===== config.mk =====
export PLATFORM = sky130hd
export DESIGN_NAME = boot_reset_seq
export DESIGN_NICKNAME = d
export VERILOG_FILES = /design/src/rtl/boot_seq_pkg.sv /design/src/rtl/bsq_hold_latch.sv /design/src/rtl/bsq_divider.sv /design/src/rtl/bsq_osc_mon.sv /design/src/rtl/bsq_reset_fsm.sv /design/src/rtl/boot_reset_seq.sv
export SDC_FILE = /design/constraint.sdc
export NUM_CORES = 1
export LEC_CHECK = 0
export CORE_MARGIN = 2
export CORE_UTILIZATION = 40
export DETAILED_ROUTE_END_ITERATION = 16
export DONT_BUFFER_PORTS = 1
export GPL_ROUTABILITY_DRIVEN = 0
export GPL_TIMING_DRIVEN = 0
export PLACE_DENSITY = 0.62
export SYNTH_ARGS = -nofsm -noshare
export SYNTH_HDL_FRONTEND = slang
export SYNTH_SLANG_ARGS = --single-unit

===== constraint.sdc =====
create_clock -name clk -period 3.3 [get_ports clk]
set_clock_uncertainty 0.1 [all_clocks]
set_input_delay 0.825 -clock clk [delete_from_list [all_inputs] [get_ports clk]]
set_output_delay 0.825 -clock clk [all_outputs]
set_load 0.03 [all_outputs]

===== src/rtl/boot_seq_pkg.sv =====
`timescale 1ns/1ps
package boot_seq_pkg;

    // Release sequence of the processor reset.
    typedef enum logic [1:0] {
        ST_RESET  = 2'd0,
        ST_SETTLE = 2'd1,
        ST_RUN    = 2'd2
    } boot_state_t;

    // Default width of the read-back window of the divider.
    localparam int unsigned DEF_RD_W = 8;

    // Decode of a processor write aimed at the divider register.
    function automatic logic div_write_hit(input logic wr,
                                           input logic sel,
                                           input logic [1:0] abits);
        return wr && sel && (abits == 2'b00);
    endfunction

endpackage


===== src/rtl/bsq_hold_latch.sv =====
`timescale 1ns/1ps
// Clock-enable handshake latch, modelled as a flop with clear priority.
module bsq_hold_latch (
    input  logic clk,
    input  logic rst_glob,
    input  logic set_i,
    input  logic clr_i,
    output logic q_o
);

    always_ff @(posedge clk or posedge rst_glob) begin
        if (rst_glob) begin
            q_o <= 1'b0;
        end else if (clr_i) begin
            q_o <= 1'b0;
        end else if (set_i) begin
            q_o <= 1'b1;
        end
    end

    p_set_r3: assert property (@(posedge clk) disable iff (rst_glob)
        (set_i && !clr_i) |=> q_o);

    p_clr_r3: assert property (@(posedge clk) disable iff (rst_glob)
        clr_i |=> !q_o);

endmodule


===== src/rtl/bsq_divider.sv =====
`timescale 1ns/1ps
// Free-running binary divider with a synchronous clear.
module bsq_divider #(
    parameter int unsigned W = 16
) (
    input  logic         clk,
    input  logic         rst_glob,
    input  logic         clr_i,
    output logic [W-1:0] cnt_o
);

    localparam logic [W-1:0] ONE = {{(W-1){1'b0}}, 1'b1};

    always_ff @(posedge clk or posedge rst_glob) begin
        if (rst_glob) begin
            cnt_o <= '0;
        end else if (clr_i) begin
            cnt_o <= '0;
        end else begin
            cnt_o <= cnt_o + ONE;
        end
    end

    p_step_r4: assert property (@(posedge clk) disable iff (rst_glob)
        !clr_i |=> (cnt_o == $past(cnt_o) + ONE));

endmodule


===== src/rtl/bsq_osc_mon.sv =====
`timescale 1ns/1ps
// Forms the oscillator-stable flag and flags its high-to-low transition.
module bsq_osc_mon (
    input  logic clk,
    input  logic rst_glob,
    input  logic tst_a,
    input  logic tst_b,
    input  logic div_top,
    input  logic hold,
    output logic stable_o,
    output logic fall_o
);

    logic stable_prev;

    always_comb begin
        stable_o = (tst_a ^ tst_b) | (div_top & ~hold);
        fall_o   = stable_prev & ~stable_o;
    end

    always_ff @(posedge clk or posedge rst_glob) begin
        if (rst_glob) begin
            stable_prev <= 1'b0;
        end else begin
            stable_prev <= stable_o;
        end
    end

endmodule


===== src/rtl/bsq_reset_fsm.sv =====
`timescale 1ns/1ps
// Release sequencer for the synchronous processor reset.
module bsq_reset_fsm
    import boot_seq_pkg::*;
(
    input  logic clk,
    input  logic rst_glob,
    input  logic stable_i,
    output logic sync_rst_o
);

    boot_state_t state_q, state_d;

    always_comb begin
        state_d = state_q;
        unique case (state_q)
            ST_RESET:  state_d = ST_SETTLE;
            ST_SETTLE: if (stable_i) state_d = ST_RUN;
            ST_RUN:    state_d = ST_RUN;
            default:   state_d = ST_RESET;
        endcase
    end

    always_ff @(posedge clk or posedge rst_glob) begin
        if (rst_glob) begin
            state_q <= ST_RESET;
        end else begin
            state_q <= state_d;
        end
    end

    always_comb begin
        sync_rst_o = (state_q != ST_RUN);
    end

    p_run_sticky_r7: assert property (@(posedge clk) disable iff (rst_glob)
        (state_q == ST_RUN) |=> (state_q == ST_RUN));

    p_release_r7: assert property (@(posedge clk) disable iff (rst_glob)
        $fell(sync_rst_o) |-> $past(stable_i));

endmodule


===== src/rtl/boot_reset_seq.sv =====
`timescale 1ns/1ps
// Startup reset and divider sequencer, top level.
module boot_reset_seq
    import boot_seq_pkg::*;
#(
    parameter int unsigned DIV_W = 16,
    parameter int unsigned RD_W  = DEF_RD_W
) (
    input  logic            clk,
    input  logic            rst_glob,
    input  logic            osc_en,
    input  logic            cpu_clk_req,
    input  logic            tst_a,
    input  logic            tst_b,
    input  logic            cpu_wr,
    input  logic            tim_sel,
    input  logic [1:0]      addr_bits,
    output logic            cpu_sync_rst,
    output logic            osc_stable,
    output logic [RD_W-1:0] div_hi
);

    localparam int unsigned TOP = DIV_W - 1;

    logic [DIV_W-1:0] div_q;
    logic             hold_q;
    logic             osc_fall;
    logic             div_wr;
    logic             div_clr;

    always_comb begin
        div_wr  = div_write_hit(cpu_wr, tim_sel, addr_bits);
        div_clr = div_wr | osc_fall;
    end

    bsq_hold_latch u_hold (
        .clk      (clk),
        .rst_glob (rst_glob),
        .set_i    (cpu_clk_req),
        .clr_i    (~osc_en),
        .q_o      (hold_q)
    );

    bsq_divider #(.W(DIV_W)) u_div (
        .clk      (clk),
        .rst_glob (rst_glob),
        .clr_i    (div_clr),
        .cnt_o    (div_q)
    );

    bsq_osc_mon u_mon (
        .clk      (clk),
        .rst_glob (rst_glob),
        .tst_a    (tst_a),
        .tst_b    (tst_b),
        .div_top  (div_q[TOP]),
        .hold     (hold_q),
        .stable_o (osc_stable),
        .fall_o   (osc_fall)
    );

    bsq_reset_fsm u_fsm (
        .clk        (clk),
        .rst_glob   (rst_glob),
        .stable_i   (osc_stable),
        .sync_rst_o (cpu_sync_rst)
    );

    generate
        if (DIV_W >= RD_W) begin : g_rd_slice
            assign div_hi = div_q[TOP -: RD_W];
        end else begin : g_rd_pad
            assign div_hi = {{(RD_W - DIV_W){1'b0}}, div_q};
        end
    endgenerate

    p_wrclr_r5: assert property (@(posedge clk) disable iff (rst_glob)
        div_wr |=> (div_q == '0));

    p_fall_clr_r6: assert property (@(posedge clk) disable iff (rst_glob)
        osc_fall |=> (div_q == '0));

endmodule


==> results.sh, run 1 <==
export IMPL_status="completed"
export IMPL_clock_sinks=20
export IMPL_chipHeight_um=55.1
export IMPL_port_buffers=0
export IMPL_h_tree_depth=1
export IMPL_gr_usage_all_layers_pct=13.0
export IMPL_min_path_type="reg2reg"
export IMPL_startpoint_type="primary input"
export IMPL_worst_hold_slack_ns=0.421
export IMPL_cts_setup_buffers=0
export IMPL_postSynthAreaPerCell_um2=10.2
export IMPL_crit_fanout=3
export IMPL_finalHoldViolations=0
export IMPL_cts_path_max_buffers=2
export IMPL_hpwl_um=1230
export IMPL_crit_required_ns=2.37
export IMPL_rsz0062_at_grt="false"
export IMPL_ant_nets=0
export IMPL_area_growth_pct=7.06
export IMPL_drv_slew=0
export IMPL_crit_path_end_kind="output port"
export IMPL_layout_setup_ws_ns=1.04
export IMPL_ys_ff_latch=20
export IMPL_vias=684
export IMPL_slew_headroom_pct=48.9
export IMPL_synth_nets=117
export IMPL_overflow=0
export IMPL_antenna_found_initial=0
export IMPL_start_util_pct=42.2
export IMPL_io_pins=20
export IMPL_nets=122
export IMPL_max_cap_violations=0
export IMPL_power_leakage_nw=0.510
export IMPL_antennaDiodeCount=0
export IMPL_finalWirelength_um=1670
export IMPL_setup_viol=0
export IMPL_die_x_um=55.1
export IMPL_synthCells=103
export IMPL_cp_arrival_ns=1.33
export IMPL_cts_clk_slew_worst_paths_ns=0.12
export IMPL_cts_tree="done"
export IMPL_fin_tns_setup_ns=0
export IMPL_dieArea_um2=3040
export IMPL_cts_resized=0
export IMPL_fmax_mhz=443
export IMPL_drt_iter0_drc=11
export IMPL_design_area_um2=1120
export IMPL_grt_max_degree=21
export IMPL_placeableCoreArea_um2=2480
export IMPL_synth_warnings=0
export IMPL_grt_pass1_wl_um=2840
export IMPL_irDropWorstVdd_v=0.000308
export IMPL_route_detailed_drc=0
export IMPL_grt_pass1_vias=683
export IMPL_powerDensity_nw_per_um2=513
export IMPL_syn_area_um2=1050
export IMPL_via_per_inst=4.99
export IMPL_placed_cell_area_um2=1080
export IMPL_rows=18
export IMPL_clk_insertion_delay_late_ns=0.30
export IMPL_finalCritPeriodShare_pct=68.5
export IMPL_pre_cts_slack_ns=1.03
export IMPL_drive_above_1_share_pct=16.8
export IMPL_cts_buffers=3
export IMPL_worst_slew_pin_slew_ns=0.766
export IMPL_crit_type="in2out"
export IMPL_cts_hold_buf=0
export IMPL_root_buffer="clkbuf_4"
export IMPL_ys_seq_area_share_pct=47.8
export IMPL_synth_cell_type_count=21
export IMPL_first_pass_iters=3
export IMPL_period_needed_ns=2.26
export IMPL_avgRoutedWirePerCell_um=12.2
==> stage by stage <==
stage                     utilization (%)  instances  total power (W)
final                                45.2        137         0.000575
after global placement               43.7        133         0.000426
after detailed placement             43.7        133         0.000438
after floorplan                         -        103         0.000408
after CTS                            45.2        137         0.000584
after global routing                 45.2        137         0.000614
==> report_power, final <==
group | internal (W) | switching [W]
registers | 0.000276 | 0.0000320
logic | 0.0000445 | 0.0000763
clock network | 0.0000672 | 0.0000786
total | 0.000388 | 0.000187
==> metal layers <==
metal,global-route usage [%],part of all wire [%],up-vias
li1,-,-,340
met1,16.8,48,337
met2,21.6,49,5
met3,2.42,1.9,2
met4,4.88,0.72,0
met5,0,0,-
==> cell type report <==
class                      count  area, um2
fill                         264       1360
buffer                         9       65.1
clock buffer                   4       36.3
inverter                       8       30.0
multi-input combinational     66        450
sequential                    20        500
tap                           30       37.5
==> sequential cells by signal, indices dropped and copies added (netlist names) <==
register / flops
u_fsm.state_q: 2
u_div.cnt_o: 16
u_mon.stable_prev: 1
u_hold.q_o: 1
==> path summary, 6_finish.rpt <==
check / end / depth (start not counted) / startpoint / slack, ns
worst min register to register: u_hold.q_o / 1 / u_hold.q_o / 0.42
worst max register to register: u_div.cnt_o[7] / 5 / u_div.cnt_o[15] / 1.66
min in group asynchronous: u_hold.q_o / 1 / rst_glob / 0.44
worst min-delay path: u_hold.q_o / 1 / u_hold.q_o / 0.42
max in group asynchronous: u_div.cnt_o[0] / 1 / rst_glob / 2.19
worst max-delay path: osc_stable / 3 / tst_b / 1.04
==> critical path, stage by stage <==
cell and delay [ns]:
xor2_1 0.14, nor2_1 0.18, inv_1 0.20
==> cells by family after synthesis <==
kind of cell / count (synthesis) / synth area share (%)
compound gates: 2 / 1.67
simple gates: 43 / 21.9
xor+xnor: 15 / 12.6
mux: 2 / 2.15
buf+inv: 17 / 9.09
flops: 20 / 47.8
fa+ha+maj: 4 / 4.78
==> cell usage after synthesis <==
| cell type | number | area [um2] |
|---|---|---|
| dfrtp_1 | 20 | 500 |
| nor2_1 | 16 | 60.1 |
| xnor2_1 | 10 | 87.6 |
| buf_4 | 8 | 60.1 |
| inv_1 | 8 | 30.0 |
| nand2_1 | 5 | 18.8 |
| xor2_1 | 5 | 43.8 |
| ha_1 | 4 | 50.1 |
| nand4_1 | 4 | 25.0 |
| nor3_1 | 4 | 20.0 |
| nor4_1 | 4 | 25.0 |
| nand3_1 | 3 | 15.0 |
| nor2_2 | 3 | 18.8 |
| mux2_1 | 2 | 22.5 |
| a32o_1 | 1 | 10.0 |
| and4_1 | 1 | 8.76 |
| buf_2 | 1 | 5.00 |
| nand3_2 | 1 | 10.0 |
| nand4_4 | 1 | 21.3 |
| nor2b_1 | 1 | 6.26 |
| o21a_1 | 1 | 7.51 |
==> placed cells by master, fill, tap and decap left out <==
cell type / instances
xor2_1: 5
nand2_1: 5
nor2_2: 3
nor3_1: 4
ha_1: 4
nor4_1: 4
buf_4: 8
nand3_1: 3
dfrtp_1: 20
clkbuf_8: 1
and4_1: 1
nand3_2: 1
inv_1: 8
buf_2: 1
o21a_1: 1
a32o_1: 1
nand4_1: 4
nor2_1: 16
xnor2_1: 10
mux2_1: 2
nor2b_1: 1
nand4_4: 1
clkbuf_4: 3
(Power assumes the default switching activity.)
==> run 2: changes to the inputs <==
==> constraint.sdc (replaced) <==
create_clock -name clk -period 2.3 [get_ports clk]
set_clock_uncertainty 0.1 [all_clocks]
set_input_delay 0.575 -clock clk [delete_from_list [all_inputs] [get_ports clk]]
set_output_delay 0.575 -clock clk [all_outputs]
set_load 0.03 [all_outputs]
==> results of run 2 <==
Same layout as run 1 (identical final DEF). Status: completed.
Among the figures that moved: setup slack after placement 1.03 ns -> 0.481 ns; setup slack after layout 1.04 ns -> 0.374 ns; hold slack 0.421 ns -> 0.186 ns; start point of the critical path tst_b -> u_div.cnt_o[15]; register-to-register setup slack 1.66 ns -> 0.66 ns; total power 0.000575 W -> 0.000825 W; worst IR drop on VDD 0.000308 V -> 0.000442 V
==> run 3: changes to the inputs <==
==> constraint.sdc (replaced) <==
create_clock -name clk -period 1.9 [get_ports clk]
set_clock_uncertainty 0.1 [all_clocks]
set_input_delay 0.475 -clock clk [delete_from_list [all_inputs] [get_ports clk]]
set_output_delay 0.475 -clock clk [all_outputs]
set_load 0.03 [all_outputs]
==> run 3 against run 2 <==
Against the previous run: non-clock buffer count unchanged; register-to-register slack worse by 0.43 ns; count of clock-buffer cells in the layout unchanged; wire length unchanged; first-iteration DRC count unchanged; cell count unchanged; clock power up 21%; utilization unchanged; via count unchanged.
==> results.sh, run 3 (synthesis gave the netlist of run 1 again) <==
export IMPL_status="completed"
export IMPL_power_leakage_nw=0.509
export IMPL_min_path_type="in2async"
export IMPL_startpoint_type="flip-flop"
export IMPL_h_tree_depth=1
export IMPL_grt_util_met1_pct=16.8
export IMPL_antennaDiodeCount=0
export IMPL_cp_arrival_ns=1.22
export IMPL_irDropWorstVdd_v=0.000536
export IMPL_cts_tree="done"
export IMPL_rows=18
export IMPL_period_needed_ns=1.80
export IMPL_via_per_inst=4.99
export IMPL_dp_cells=133
export IMPL_mostFrequentLayoutCells="dfrtp_1 (20), nor2_1 (16), xnor2_1 (10)"
export IMPL_largest_register_ffs=16
export IMPL_finalHoldViolations=0
export IMPL_top_register="u_div.cnt_o"
export IMPL_worst_slew_pin_slew_ns=0.766
export IMPL_cts_path_max_buffers=2
export IMPL_drv_slew=0
export IMPL_rsz0062_at_grt="false"
export IMPL_placed_cell_area_um2=1080
export IMPL_chipHeight_um=55.1
export IMPL_grt_met2_usage_pct=21.6
export IMPL_crit_fanout=3
export IMPL_area_growth_pct=7.06
export IMPL_powerDensity_nw_per_um2=892
export IMPL_worst_hold_slack_ns=0.0861
export IMPL_avgRoutedWirePerCell_um=12.2
export IMPL_drive_above_1_share_pct=17.8
export IMPL_start_util_pct=42.2
export IMPL_fmax_mhz=557
export IMPL_dieArea_um2=3040
export IMPL_vias=684
export IMPL_largest_registers="u_div.cnt_o: 16 flops, u_fsm.state_q: 2 flops"
export IMPL_cts_buffers=3
export IMPL_crit_path_end_kind="output port"
export IMPL_nets=122
export IMPL_final_cells=137
export IMPL_cts_clk_slew_worst_paths_ns=0.12
export IMPL_cts_hold_buf=0
export IMPL_port_buffers=0
export IMPL_overflow=0
export IMPL_die_x_um=55.1
export IMPL_hpwl_um=1230
export IMPL_io_pins=20
export IMPL_root_buffer="clkbuf_4"
export IMPL_drt_iter0_drc=11
export IMPL_ant_nets=0
export IMPL_antenna_found_initial=0
export IMPL_crit_type="reg2out"
export IMPL_layout_commonest_cell="dfrtp_1"
export IMPL_clock_sinks=20
export IMPL_route_detailed_drc=0
export IMPL_crit_required_ns=1.32
export IMPL_grt_max_degree=21
export IMPL_final_util_pct=45.2
export IMPL_finalCritPeriodShare_pct=94.5
export IMPL_first_pass_iters=3
export IMPL_multi_input_comb_area_um2=450
export IMPL_grt_pass1_vias=683
export IMPL_seq_area_um2=500
export IMPL_max_cap_violations=0
export IMPL_setup_viol=0
export IMPL_grt_pass1_wl_um=2840
export IMPL_fin_tns_setup_ns=0
export IMPL_fillCellCount=264
export IMPL_design_area_um2=1120
export IMPL_grt_use_met3_pct=2.42
export IMPL_placeableCoreArea_um2=2480
export IMPL_grt_busiest_layer="met2"
export IMPL_finalWirelength_um=1670
export IMPL_gr_usage_all_layers_pct=13.0
export IMPL_slew_headroom_pct=48.9
export IMPL_clk_insertion_delay_late_ns=0.30
[run 3: cell types whose count changed in the layout (fill, tap and decap cells not counted)]
cell	before	now
inv_2	0	1
inv_1	8	7
[run 3: per-layer routing]
layer / up-vias / part of all wire, %
li1: 340 / -
met1: 337 / 48
met2: 5 / 49
met3: 2 / 1.9
met4: 0 / 0.72
met5: - / 0
[run 3: worst max-delay path: stages, from the launching register on]
cell and delay [ns]:
dfrtp_1 0.43, nor2b_1 0.14, nor2_1 0.21, inv_2 0.14
[run 3: power breakdown]
group / leakage, nW / internal, W / switching, W
sequential: 0.268 / 0.000480 / 0.0000555
clock: 0.0210 / 0.000117 / 0.000137
combinational: 0.221 / 0.0000774 / 0.000133
total: 0.509 / 0.000674 / 0.000325
[run 3: cell type report]
class / count / area share [%]
Buffer: 9 / 5.81
Clock buffer: 4 / 3.24
Inverter: 8 / 2.68
Multi-Input combinational cell: 66 / 40.2
Sequential cell: 20 / 44.7
Tap cell: 30 / 3.35
[run 3: worst paths after layout]
kind | start | end | slack, ns | depth (start not counted)
worst max-delay path | u_div.cnt_o[15] | osc_stable | 0.10 | 3
worst min-delay path | rst_glob | u_hold.q_o | 0.09 | 1
max in group asynchronous | rst_glob | u_div.cnt_o[0] | 1.14 | 1
min in group clk | osc_en | u_hold.q_o | 0.18 | 1
worst min register to register | u_hold.q_o | u_hold.q_o | 0.42 | 1
worst max register to register | u_div.cnt_o[15] | u_div.cnt_o[7] | 0.23 | 5
[run 3: stage by stage]
step                      setup slack [ns]  total power (W)
after floorplan                      0.384         0.000709
after detailed placement             0.181         0.000761
after global routing               0.00446          0.00107
final                                0.104         0.000999
after global placement               0.185         0.000740
after CTS                           0.0500          0.00102
[run 3: repair_timing]
action                                  CTS  global route
hold endpoints to repair                  0             0
buffers inserted                          0             0
endpoints found under the setup margin    0             1
resized for setup                         0             1
